===== config.mk =====
export PLATFORM = sky130hd
export DESIGN_NAME = ecc_err_logger
export DESIGN_NICKNAME = d
export VERILOG_FILES = /design/src/rtl/ecc_log_pkg.sv /design/src/rtl/ecc_class_log.sv /design/src/rtl/ecc_scrub_req.sv /design/src/rtl/ecc_err_logger.sv
export SDC_FILE = /design/constraint.sdc
export NUM_CORES = 1
export LEC_CHECK = 0
export ABC_AREA = 1
export BUFFER_PORTS_ARGS = -buffer_cell sky130_fd_sc_hd__buf_4
export CORE_MARGIN = 10
export CORE_UTILIZATION = 45
export DETAILED_ROUTE_END_ITERATION = 6
export PLACE_DENSITY = 0.76
export REMOVE_ABC_BUFFERS = 1
export SLEW_MARGIN = 5
export SYNTH_ARGS = -nofsm -noshare
export SYNTH_HDL_FRONTEND = slang
export SYNTH_HIERARCHICAL = 1
export SYNTH_SLANG_ARGS = --single-unit

===== constraint.sdc =====
create_clock -name clk -period 2.5 [get_ports clk]
set_clock_uncertainty 0.15 [all_clocks]
set_input_delay 0.25 -clock clk [delete_from_list [all_inputs] [get_ports clk]]
set_output_delay 0.25 -clock clk [all_outputs]
set_load 0.01 [all_outputs]

===== src/rtl/ecc_log_pkg.sv =====
package ecc_log_pkg;
    typedef enum logic [1:0] {
        RS_CLEAN  = 2'b00,
        RS_SINGLE = 2'b01,
        RS_MULTI  = 2'b10,
        RS_MULTI2 = 2'b11
    } rd_status_e;

    localparam int unsigned N_CLASS  = 2;
    localparam int unsigned CLS_SB   = 0;
    localparam int unsigned CLS_MB   = 1;
endpackage


===== src/rtl/ecc_class_log.sv =====
module ecc_class_log #(
    parameter int unsigned ROW_W = 3
) (
    input  logic             clk,
    input  logic             rst_n,
    input  logic             hit,
    input  logic [ROW_W-1:0] hit_row,
    input  logic             clear,
    output logic             flag,
    output logic [ROW_W-1:0] row,
    output logic             new_log
);
    typedef struct packed {
        logic             flag;
        logic [ROW_W-1:0] row;
        logic             defer;
        logic [ROW_W-1:0] defer_row;
    } log_st_t;

    log_st_t st_d, st_q;
    logic             hit_eff;
    logic [ROW_W-1:0] row_eff;

    always_comb begin
        st_d    = st_q;
        new_log = 1'b0;
        hit_eff = hit | st_q.defer;
        row_eff = st_q.defer ? st_q.defer_row : hit_row;
        st_d.defer = 1'b0;
        if (clear) begin
            // clear takes priority; a colliding error is held for one cycle
            st_d.flag = 1'b0;
            if (hit_eff) begin
                st_d.defer     = 1'b1;
                st_d.defer_row = row_eff;
            end
        end else if (hit_eff && !st_q.flag) begin
            st_d.flag = 1'b1;
            st_d.row  = row_eff;
            new_log   = 1'b1;
        end
    end

    always_ff @(posedge clk) begin
        if (!rst_n) st_q <= '0;
        else        st_q <= st_d;
    end

    assign flag = st_q.flag;
    assign row  = st_q.row;
endmodule


===== src/rtl/ecc_scrub_req.sv =====
module ecc_scrub_req #(
    parameter int unsigned ROW_W  = 3,
    parameter int unsigned COL_W  = 10,
    parameter int unsigned DATA_W = 64
) (
    input  logic              clk,
    input  logic              rst_n,
    input  logic              hit,
    input  logic [ROW_W-1:0]  in_row,
    input  logic [COL_W-1:0]  in_col,
    input  logic [DATA_W-1:0] in_data,
    input  logic              ready,
    output logic              valid,
    output logic [ROW_W-1:0]  out_row,
    output logic [COL_W-1:0]  out_col,
    output logic [DATA_W-1:0] out_data
);
    typedef struct packed {
        logic              valid;
        logic [ROW_W-1:0]  row;
        logic [COL_W-1:0]  col;
        logic [DATA_W-1:0] data;
    } scrub_st_t;

    scrub_st_t st_d, st_q;

    always_comb begin
        st_d = st_q;
        if (st_q.valid) begin
            if (ready) st_d.valid = 1'b0;
        end else if (hit) begin
            st_d.valid = 1'b1;
            st_d.row   = in_row;
            st_d.col   = in_col;
            st_d.data  = in_data;
        end
    end

    always_ff @(posedge clk) begin
        if (!rst_n) st_q <= '0;
        else        st_q <= st_d;
    end

    assign valid    = st_q.valid;
    assign out_row  = st_q.row;
    assign out_col  = st_q.col;
    assign out_data = st_q.data;
endmodule


===== src/rtl/ecc_err_logger.sv =====
module ecc_err_logger
    import ecc_log_pkg::*;
#(
    parameter int unsigned ROW_W  = 3,
    parameter int unsigned COL_W  = 10,
    parameter int unsigned DATA_W = 64
) (
    input  logic              clk,
    input  logic              rst_n,
    input  logic              rd_valid,
    input  logic [1:0]        rd_status,
    input  logic [ROW_W-1:0]  rd_row,
    input  logic [COL_W-1:0]  rd_col,
    input  logic [DATA_W-1:0] rd_fixed_data,
    input  logic [1:0]        err_cmd,
    input  logic              clr_we,
    input  logic [1:0]        clr_bits,
    output logic              sb_flag,
    output logic [ROW_W-1:0]  sb_row,
    output logic              mb_flag,
    output logic [ROW_W-1:0]  mb_row,
    output logic              serr_n,
    output logic              scrub_valid,
    input  logic              scrub_ready,
    output logic [ROW_W-1:0]  scrub_row,
    output logic [COL_W-1:0]  scrub_col,
    output logic [DATA_W-1:0] scrub_data
);
    typedef struct packed {
        logic serr_n;
    } top_st_t;

    rd_status_e             status;
    logic [N_CLASS-1:0]     cls_hit;
    logic [N_CLASS-1:0]     cls_clear;
    logic [N_CLASS-1:0]     cls_flag;
    logic [N_CLASS-1:0]     cls_new;
    logic [ROW_W-1:0]       cls_row [N_CLASS];
    top_st_t                st_d, st_q;

    assign status            = rd_status_e'(rd_status);
    assign cls_hit[CLS_SB]   = rd_valid && (status == RS_SINGLE);
    assign cls_hit[CLS_MB]   = rd_valid && (status == RS_MULTI || status == RS_MULTI2);
    assign cls_clear         = clr_we ? clr_bits : '0;

    for (genvar k = 0; k < N_CLASS; k++) begin : g_cls
        ecc_class_log #(.ROW_W(ROW_W)) u_log (
            .clk     (clk),
            .rst_n   (rst_n),
            .hit     (cls_hit[k]),
            .hit_row (rd_row),
            .clear   (cls_clear[k]),
            .flag    (cls_flag[k]),
            .row     (cls_row[k]),
            .new_log (cls_new[k])
        );
    end

    ecc_scrub_req #(.ROW_W(ROW_W), .COL_W(COL_W), .DATA_W(DATA_W)) u_scrub (
        .clk      (clk),
        .rst_n    (rst_n),
        .hit      (cls_hit[CLS_SB]),
        .in_row   (rd_row),
        .in_col   (rd_col),
        .in_data  (rd_fixed_data),
        .ready    (scrub_ready),
        .valid    (scrub_valid),
        .out_row  (scrub_row),
        .out_col  (scrub_col),
        .out_data (scrub_data)
    );

    always_comb begin
        st_d        = st_q;
        st_d.serr_n = ~|(cls_new & err_cmd);
    end

    always_ff @(posedge clk) begin
        if (!rst_n) st_q.serr_n <= 1'b1;
        else        st_q        <= st_d;
    end

    assign serr_n  = st_q.serr_n;
    assign sb_flag = cls_flag[CLS_SB];
    assign mb_flag = cls_flag[CLS_MB];
    assign sb_row  = cls_row[CLS_SB];
    assign mb_row  = cls_row[CLS_MB];
endmodule


Yosys cells after proc, flatten, opt, wreduce, memory -nomap -nowiden
Index checks and enable logic that the tools add are counted.
{"block": "word_totals", "reg_bits": 95}
{"block": "op_classes", "reduce_logical": 18, "n_bitwise": 7, "n_mux": 12, "eq_ne": 3}
{"cell": "$mux W78", "n": 1}
{"cell": "$reduce_and A2 Y1", "n": 7}
{"cell": "$mux W4", "n": 2}
{"cell": "$mux W1", "n": 6}
{"cell": "$mux W3", "n": 2}
{"cell": "$reduce_or A2 Y1", "n": 3}
{"cell": "$eq A2 B2 Y1 const B", "n": 2}
{"cell": "$logic_and A1 B1 Y1", "n": 4}
{"cell": "$not A1 Y1", "n": 4}
{"cell": "$logic_not A1 Y1", "n": 3}
{"cell": "$and A2 B2 Y2", "n": 1}
{"cell": "$eq A2 B1 Y1 const B", "n": 1}
{"cell": "$mux W2", "n": 1}
{"cell": "$or A1 B1 Y1", "n": 2}
{"cell": "$logic_or A1 B1 Y1", "n": 1}

Depth between registers and ports, before layout
Gate-level depths: netlist (run 1).
{"block": "logic_depth", "depth_word": 10, "mapped_depth": 9, "depth_no_buf": 8}

By module
The synthesis (run 1) kept the hierarchy.
{"mod": "ecc_scrub_req", "instances": 1, "cells_each": 504, "seq_area_each_um2": 1561.5, "area_per_inst_um2": 3310.7}
{"mod": "ecc_class_log", "instances": 2, "cells_each": 60, "seq_area_each_um2": 160.2, "area_per_inst_um2": 394.1}
{"mod": "ecc_err_logger", "instances": 1, "cells_each": 13, "seq_area_each_um2": 20.0, "area_per_inst_um2": 67.6}

Least setup slack after synthesis (run 1)
No wires, ideal clock.
{"block": "synth_timing", "path_type": "input to register", "start": "input port rd_status[0]", "end": "register u_scrub.st_q, in the netlist u_scrub/out_data[50]", "arrival_ns": 1.109, "required_ns": 2.237, "cell_stages": 8, "setup_slack_ns": 1.128, "setup_ns": 0.113, "cell_sequence": "nand2_1 nor2_2 buf_2 buf_4 buf_2 nand3_1 nand2_1 nor2_1"}
{"block": "synth_between", "elab_chain_len": 3}
{"item": "from (decl)", "line": "ecc_err_logger.sv:11", "text": "input logic [1:0] rd_status,"}
{"item": "$eq A2 B1 Y1", "line": "ecc_err_logger.sv:42", "text": "assign cls_hit[CLS_SB] = rd_valid && (status == RS_SINGLE);"}
{"item": "$logic_and A1 B1 Y1", "line": "ecc_err_logger.sv:42"}
{"item": "net cls_hit[0]", "line": "ecc_err_logger.sv:34", "text": "logic [N_CLASS-1:0] cls_hit;"}
{"item": "$reduce_and A2 Y1 (no source line)"}
{"item": "to (signal assigned)", "line": "ecc_scrub_req.sv:41", "text": "else st_q <= st_d;"}
{"item": "to (decl)", "line": "ecc_scrub_req.sv:25", "text": "scrub_st_t st_d, st_q;"}
The timed path passes the listed nets, and every way through them passes these cells.
A chain may end at the register's enable or synchronous reset.

Worst setup path after layout (run 1)
{"block": "layout_timing", "start": "register u_scrub.st_q, in the netlist u_scrub/valid", "end": "register u_scrub.st_q, in the netlist u_scrub/out_data[43]"}
{"block": "layout_between", "elab_chain_len": 2}
{"item": "$not A1 Y1 (no source line)"}
{"item": "$reduce_and A2 Y1 (no source line)"}
Every way passes these cells.

==> flow_summary.toml, run 1 <==
[synthesis]
synth_cell_type_count = 16
syn_avg_cell_area_um2 = 6.54
yosysTopAreaCellShare_pct = 45.6
synth.yosys.warnings = 6
ys_top_cells_by_area = "dfxtp_1 (46%), nor2_1 (16%), nand2_1 (12%)"
ys_seq_area_share_pct = 45.6
yosys.area.top_type = "dfxtp_1"
ys_ff_latch = 95
synthesis.area_um2 = 4170
syn_inst = 637

[clocking]
cts_buffer_depth = 2
clk_pin_slew_ns = 0.09
cts_buffers = 9
tritoncts = "yes"
post_cts_buffers = 0
clkLatencyLatePin_ns = 0.33
htreeDepth = 3
cts-root-buf = "clkbuf_8"
cts_num_sinks = 95

[route]
routed_via_density = 4.62
dr.pass1.iters = 4
ant_nets = 0
vias = 4186
wl_per_cell_um = 13.4
dr.first_iter.drc_count = 301
wirelength_um = 12100
drc_errors = 0

[timing]
rsz0062_at_grt = "false"
period_needed_ns = 1.38
tightest_slew_ns = 0.619
setup_viol_count_final = 0
finalHoldViolations = 0
fmax_mhz = 726
fin_crit_sh_pct = 55.1
hold_ws_ns = 0.0214
max_slew_margin_pct = 58.8
final_max_slew_viol_count = 0

[grt]
grt_max_degree = 59
antenna_found_initial = 0
grt.total_usage_pct = 16.7
grt_pass1_wl_um = 18600
grt-ovfl-total = 0
grt_pass1_vias = 3969

[job]
cap_violations = 0

[floorplanning]
core-area_um2 = 9110
initial_utilization_pct = 45.7
rows = 35
ios = 175
die_w_um = 116
die_h_um = 116
dieArea_um2 = 13500

[power]
clkPwrFrac_pct = 28.9
pwr-share-seq_pct = 53.1
p_switching_uw = 842
internal_power_mw = 2.23
swShare_pct = 27.4
leakagePower_nw = 3.03
power_density_nw_per_um2 = 543
irDropWorstVdd_mv = 0.302
pwr-share-comb_pct = 17.9

[setup_path]
regToRegEndpoint = "u_scrub/out_data[43]"
critPathCapture = "u_scrub/out_data[43]"
crit_required_ns = 2.58
cp-start-kind = "flip-flop"
worst-path-max-fanout = 37
criticalPathCategory = "flip-flop to flip-flop"
cp.arrival_ns = 1.46
reg2reg_from = "u_scrub/valid"
worstRegToRegCells = 5
startpoint = "u_scrub/valid"
endpoint_kind = "flip-flop"
r2r_setup_slack_ns = 1.12

[placement]
placed_cells = 889
hpwl_um = 9080
gp_congestion = 0.788
port_buffers = 174
dpl_cell_area_um2 = 5480

[cells_and_area]
fin_util_pct = 62.1
antennaDiodeCount = 0
fillers = 844
area_growth_pct = 35.8
layout.cells.non_filler = 906
nNetsFinal = 878
final_cell_area_um2 = 5660
drive_gt1_share_pct = 25.7
layout_common_cells = "buf_4 (179), nor2_1 (178), nand2_1 (131), inv_1 (101), dfxtp_1 (95)"
final_common_cell = "buf_4"

[hold_path]
min_path_cells = 4
hp-class = "input pin to flip-flop"

[status]
status = "finished clean"
==> state kept, by name, summed over array words and instances (netlist names) <==
name / cells
serr_n: 1
u_scrub/out_data: 64
u_scrub/valid: 1
g_cls.u_log/row: 6
g_cls.u_log/st_q: 8
u_scrub/out_col: 10
g_cls.u_log/flag: 2
u_scrub/out_row: 3
==> repair_timing <==
action	CTS	global route
gates resized for setup	0	0
hold endpoints to repair	1	0
hold buffers	1	0
==> cell type report <==
cell class / instances / area [µm²] / share of cell area, %
clock buffer: 12 / 135 / 2.39
clock inverter: 4 / 32.5 / 0.575
inverter: 103 / 387 / 6.83
multi-input combinational: 399 / 1670 / 29.5
sequential: 95 / 1900 / 33.6
tap: 111 / 139 / 2.46
timing repair buffer: 182 / 1390 / 24.6
==> worst max-delay path, cell delays in order, from the launching register on <==
cell and delay [ns]:
dfxtp_1 0.38, inv_2 0.10, buf_4 0.38, nand3_1 0.14, nand2_1 0.09, nor2_1 0.04
==> cell families (layout without fill, tap and decap cells) <==
group | after synthesis | count (layout) | synth area share, %
compound gates | 3 | 3 | 0.541
buf+inv | 143 | 301 | 14.4
flops | 95 | 95 | 45.6
simple gates | 396 | 396 | 39.4
==> power by group through the flow <==
stage                     Combinational [mW]  Clock, mW  Sequential, mW
after floorplan                        0.216          0            1.70
after global placement                 0.543          0            1.66
after detailed placement               0.554          0            1.67
after CTS                              0.557      0.916            1.63
after global routing                   0.613      0.975            1.64
final                                  0.551      0.889            1.63
==> how the worst min path moves through the flow <==
stage | from | slack, ns | end
after detailed placement | u_scrub/out_data[18] | 0.32 | u_scrub/out_data[18]
after global placement | g_cls[1].u_log/st_q[2] | 0.31 | g_cls[1].u_log/st_q[2]
after global routing | scrub_ready | 0.04 | u_scrub/valid
after CTS | scrub_ready | 0.008 | u_scrub/valid
after floorplan | rst_n | 0.17 | serr_n
final | scrub_ready | 0.02 | u_scrub/valid
==> synthesized netlist by cell type <==
| cell type | number |
|---|---|
| nor2_4 | 7 |
| nand2_1 | 131 |
| nor2_1 | 178 |
| nand3_1 | 77 |
| buf_1 | 4 |
| a21boi_0 | 1 |
| inv_2 | 2 |
| buf_2 | 10 |
| dfxtp_1 | 95 |
| buf_6 | 1 |
| nor3_1 | 2 |
| a211oi_1 | 2 |
| clkbuf_1 | 13 |
| buf_4 | 12 |
| inv_1 | 101 |
| nor2_2 | 1 |
==> through the flow <==
stage / setup TNS (ns) / power, mW / worst slack, ns
6_report: 0 / 3.07 / 1.12
5_1_grt: 0 / 3.23 / 1.02
4_1_cts: 0 / 3.11 / 1.10
3_5_place_dp: 0 / 2.22 / 0.793
3_3_place_gp: 0 / 2.21 / 0.843
2_1_floorplan: -60.19 / 1.91 / -0.776
==> layer usage <==
layer  up-vias  share of wire (%)  global-route usage (%)
li1       2169                  -                       -
met1      1858                 43                    20.5
met2       150                 47                    27.7
met3         9                9.6                    5.03
met4         0               0.97                    4.75
met5         -                  0                       0
(Power assumes the default switching activity.)
==> inputs of run 2 (changes only) <==
Settings changed: ABC_AREA 1 to 0, CORE_UTILIZATION 45 to 42.
Clock period 2.5 ns to 1.2 ns, I/O delays scaled along.
==> run 2 against run 1 <==
Net effect: the run now ends with setup timing left; routed wire length grew 12%; via count is 10% lower; worst hold slack improved by 0.057 ns; clock power rose to 2.8 times the previous value; die area fell by 0.48%; setup slack worse by 1.2 ns; final cell count fell by 13%; maximum frequency grew 5.1%; sequential power up 100%; critical path depth fell by 1; first-iteration DRC count down 27%; combinational power increased by 120%.
==> flow_summary.toml, run 2 <==
[synthesis]
synthAdderAreaFrac_pct = 0
synth_cell_type_count = 19
synth_simple_gate_area_share_pct = 20.1
ys_top_cells_by_area = "dfxtp_1 (49%), mux2i_1 (23%), nand2_1 (15%)"
syn_avg_cell_area_um2 = 9.38
ys_ff_latch = 95
netlist_top_cells_count = "nand2_1 (157), dfxtp_1 (95), mux2i_1 (89)"
yosysTopAreaCellShare_pct = 49.2
synth_top_family_by_area = "multiplexers"
syn_inst = 412
synthesis.area_um2 = 3870
synth.most_common_cell = "nand2_1"
synth.yosys.warnings = 6
synth-async-reset-ratio_pct = 0
ys_seq_area_share_pct = 49.2
synth_xor_area_share_pct = 0
muxShareOfSynthArea_pct = 23.0
synth_compound_area_share_pct = 2.04
yosys.area.top_type = "dfxtp_1"
synth-edff-count = 0
synth_ff_type = "dfxtp_1"

[grt]
grt-ovfl-total = 0
grt.total_usage_pct = 18.7
grt_max_degree = 62
grt_pass1_wl_um = 20400
grtUsageMet1_pct = 20.1
top_usage_layer = "met2"
grt_pass1_vias = 4037
antenna_found_initial = 0
met3_usage_pct = 6.05
met2_usage_pct = 33.8

[floorplanning]
die_h_um = 116
ios = 175
die_w_um = 116
initial_utilization_pct = 43.7
core-area_um2 = 8850
rows = 34
dieArea_um2 = 13400

[job]
cap_violations = 0

[route]
routed_via_density = 4.77
dr.first_iter.drc_count = 220
wl_per_cell_um = 17.3
dr.pass1.iters = 4
drc_errors = 0
wirelength_um = 13600
vias = 3748
ant_nets = 0

[cells_and_area]
fillers = 585
final_common_cell = "buf_4"
largest_reg_flops = 64
layout_common_cells = "buf_4 (186), nand2_1 (157), dfxtp_1 (92), mux2i_1 (84), dlygate4sd3_1 (82)"
drive_gt1_share_pct = 33.2
nNetsFinal = 760
fin_util_pct = 74.4
area_growth_pct = 70.3

[power]
irDropWorstVdd_mv = 0.561
finalPower_mw = 7.10
power_density_nw_per_um2 = 1080
leakagePower_nw = 3.01

[status]
status = "finished, violations left"
violations = "setup timing"

[timing]
worst_slack_ns = -0.110
fmax_mhz = 763
tightest_slew_ns = 0.294
rsz0062_at_grt = "true"
hold_ws_ns = 0.0785
final_max_slew_viol_count = 0
period_needed_ns = 1.31
finalHoldViolations = 0
setup_viol_count_final = 72
max_slew_margin_pct = 80.3
fin_crit_sh_pct = 109

[clocking]
clk_pin_slew_ns = 0.09
cts_buffer_depth = 2
cts_buffers = 9
htreeDepth = 3
clkLatencyLatePin_ns = 0.34
cts-root-buf = "clkbuf_8"
cts_num_sinks = 95
tritoncts = "yes"

[setup_path]
cp-start-kind = "flip-flop"
criticalPathCategory = "flip-flop to flip-flop"
crit_required_ns = 1.31
cp.arrival_ns = 1.42
endpoint_kind = "flip-flop"
worst-path-max-fanout = 11

[placement]
gp_congestion = 0.782
hpwl_um = 8160
port_buffers = 174

[hold_path]
hp-class = "input pin to flip-flop"
==> run 2: cell types whose count changed in the layout (fill, tap and decap cells not counted), sizes merged, moves of 7 or more <==
cell,delta
buf,+14
dlygate4sd3,+81
inv,-103
mux2i,+89
nand2,+26
nand3,-71
nor2,-181
nor2b,+7
o211a,+7
==> run 2: routing by layer <==
metal	share of wire [%]	wire, µm
met1	40	5480
met2	50	6810
met3	8.2	1110
met4	1.4	196
met5	0	0
==> run 2: cell families after synthesis <==
| family | count (synthesis) |
|---|---|
| AO/OA/AOI/OAI | 8 |
| buffers and inverters | 32 |
| flip-flops | 95 |
| multiplexers | 89 |
| AND/OR/NAND/NOR | 188 |
==> run 2: critical path: stages (launching register included) <==
cell and delay (ns):
dfxtp_2 0.34, nor2b_4 0.14, buf_12 0.18, buf_16 0.17, mux2i_2 0.24
==> run 2: worst paths after layout <==
| check | start | to | slack, ns | depth (start not counted) |
|---|---|---|---|---|
| hold / removal | clr_bits[0] | g_cls[0].u_log/flag | 0.08 | 4 |
| setup / recovery | u_scrub/valid | u_scrub/out_data[23] | -0.11 | 4 |
| hold reg to reg | u_scrub/out_data[18] | u_scrub/out_data[18] | 0.31 | 2 |
| setup reg to reg | u_scrub/valid | u_scrub/out_data[23] | -0.11 | 4 |
==> run 2: cell type report <==
class | instances | area [µm²] | area share, %
multi-input cells | 285 | 1770 | 27.0
clock buffers | 13 | 149 | 2.26
diodes | 1 | 2.50 | 0.0380
flip-flops and latches | 95 | 1910 | 28.9
well taps | 108 | 135 | 2.05
repair buffers | 281 | 2530 | 38.4
clock inverters | 3 | 90.1 | 1.37
==> run 2: stage by stage <==
stage                     instance area [µm²]  setup TNS [ns]  std cells  setup WS (ns)
after global placement                   5270          -10.26        678         -0.145
after global routing                     6580           -6.39        785         -0.130
final                                    6580           -2.78        786         -0.110
after floorplan                          3650         -365.54        380          -4.75
after detailed placement                 5270          -12.57        678         -0.216
after CTS                                6450           -6.27        780         -0.131
==> run 2: power by group <==
| group | leakage, nW | internal (mW) | switching [mW] | total, mW |
|---|---|---|---|---|
| Sequential | 0.773 | 3.27 | 0.0670 | 3.33 |
| Combinational | 2.12 | 0.736 | 0.498 | 1.23 |
| Clock | 0.118 | 1.45 | 1.08 | 2.53 |
| Total | 3.01 | 5.45 | 1.65 | 7.10 |
==> run 2: timing repair <==
action | CTS | global route
hold buffers | 82 | 0
cloned | 3 | 4
gates resized for setup | 6 | 8
endpoints found under the setup margin | 79 | 84
setup buffers | 1 | 1
pin swaps | 1 | 3
hold endpoints to repair | 90 | 0
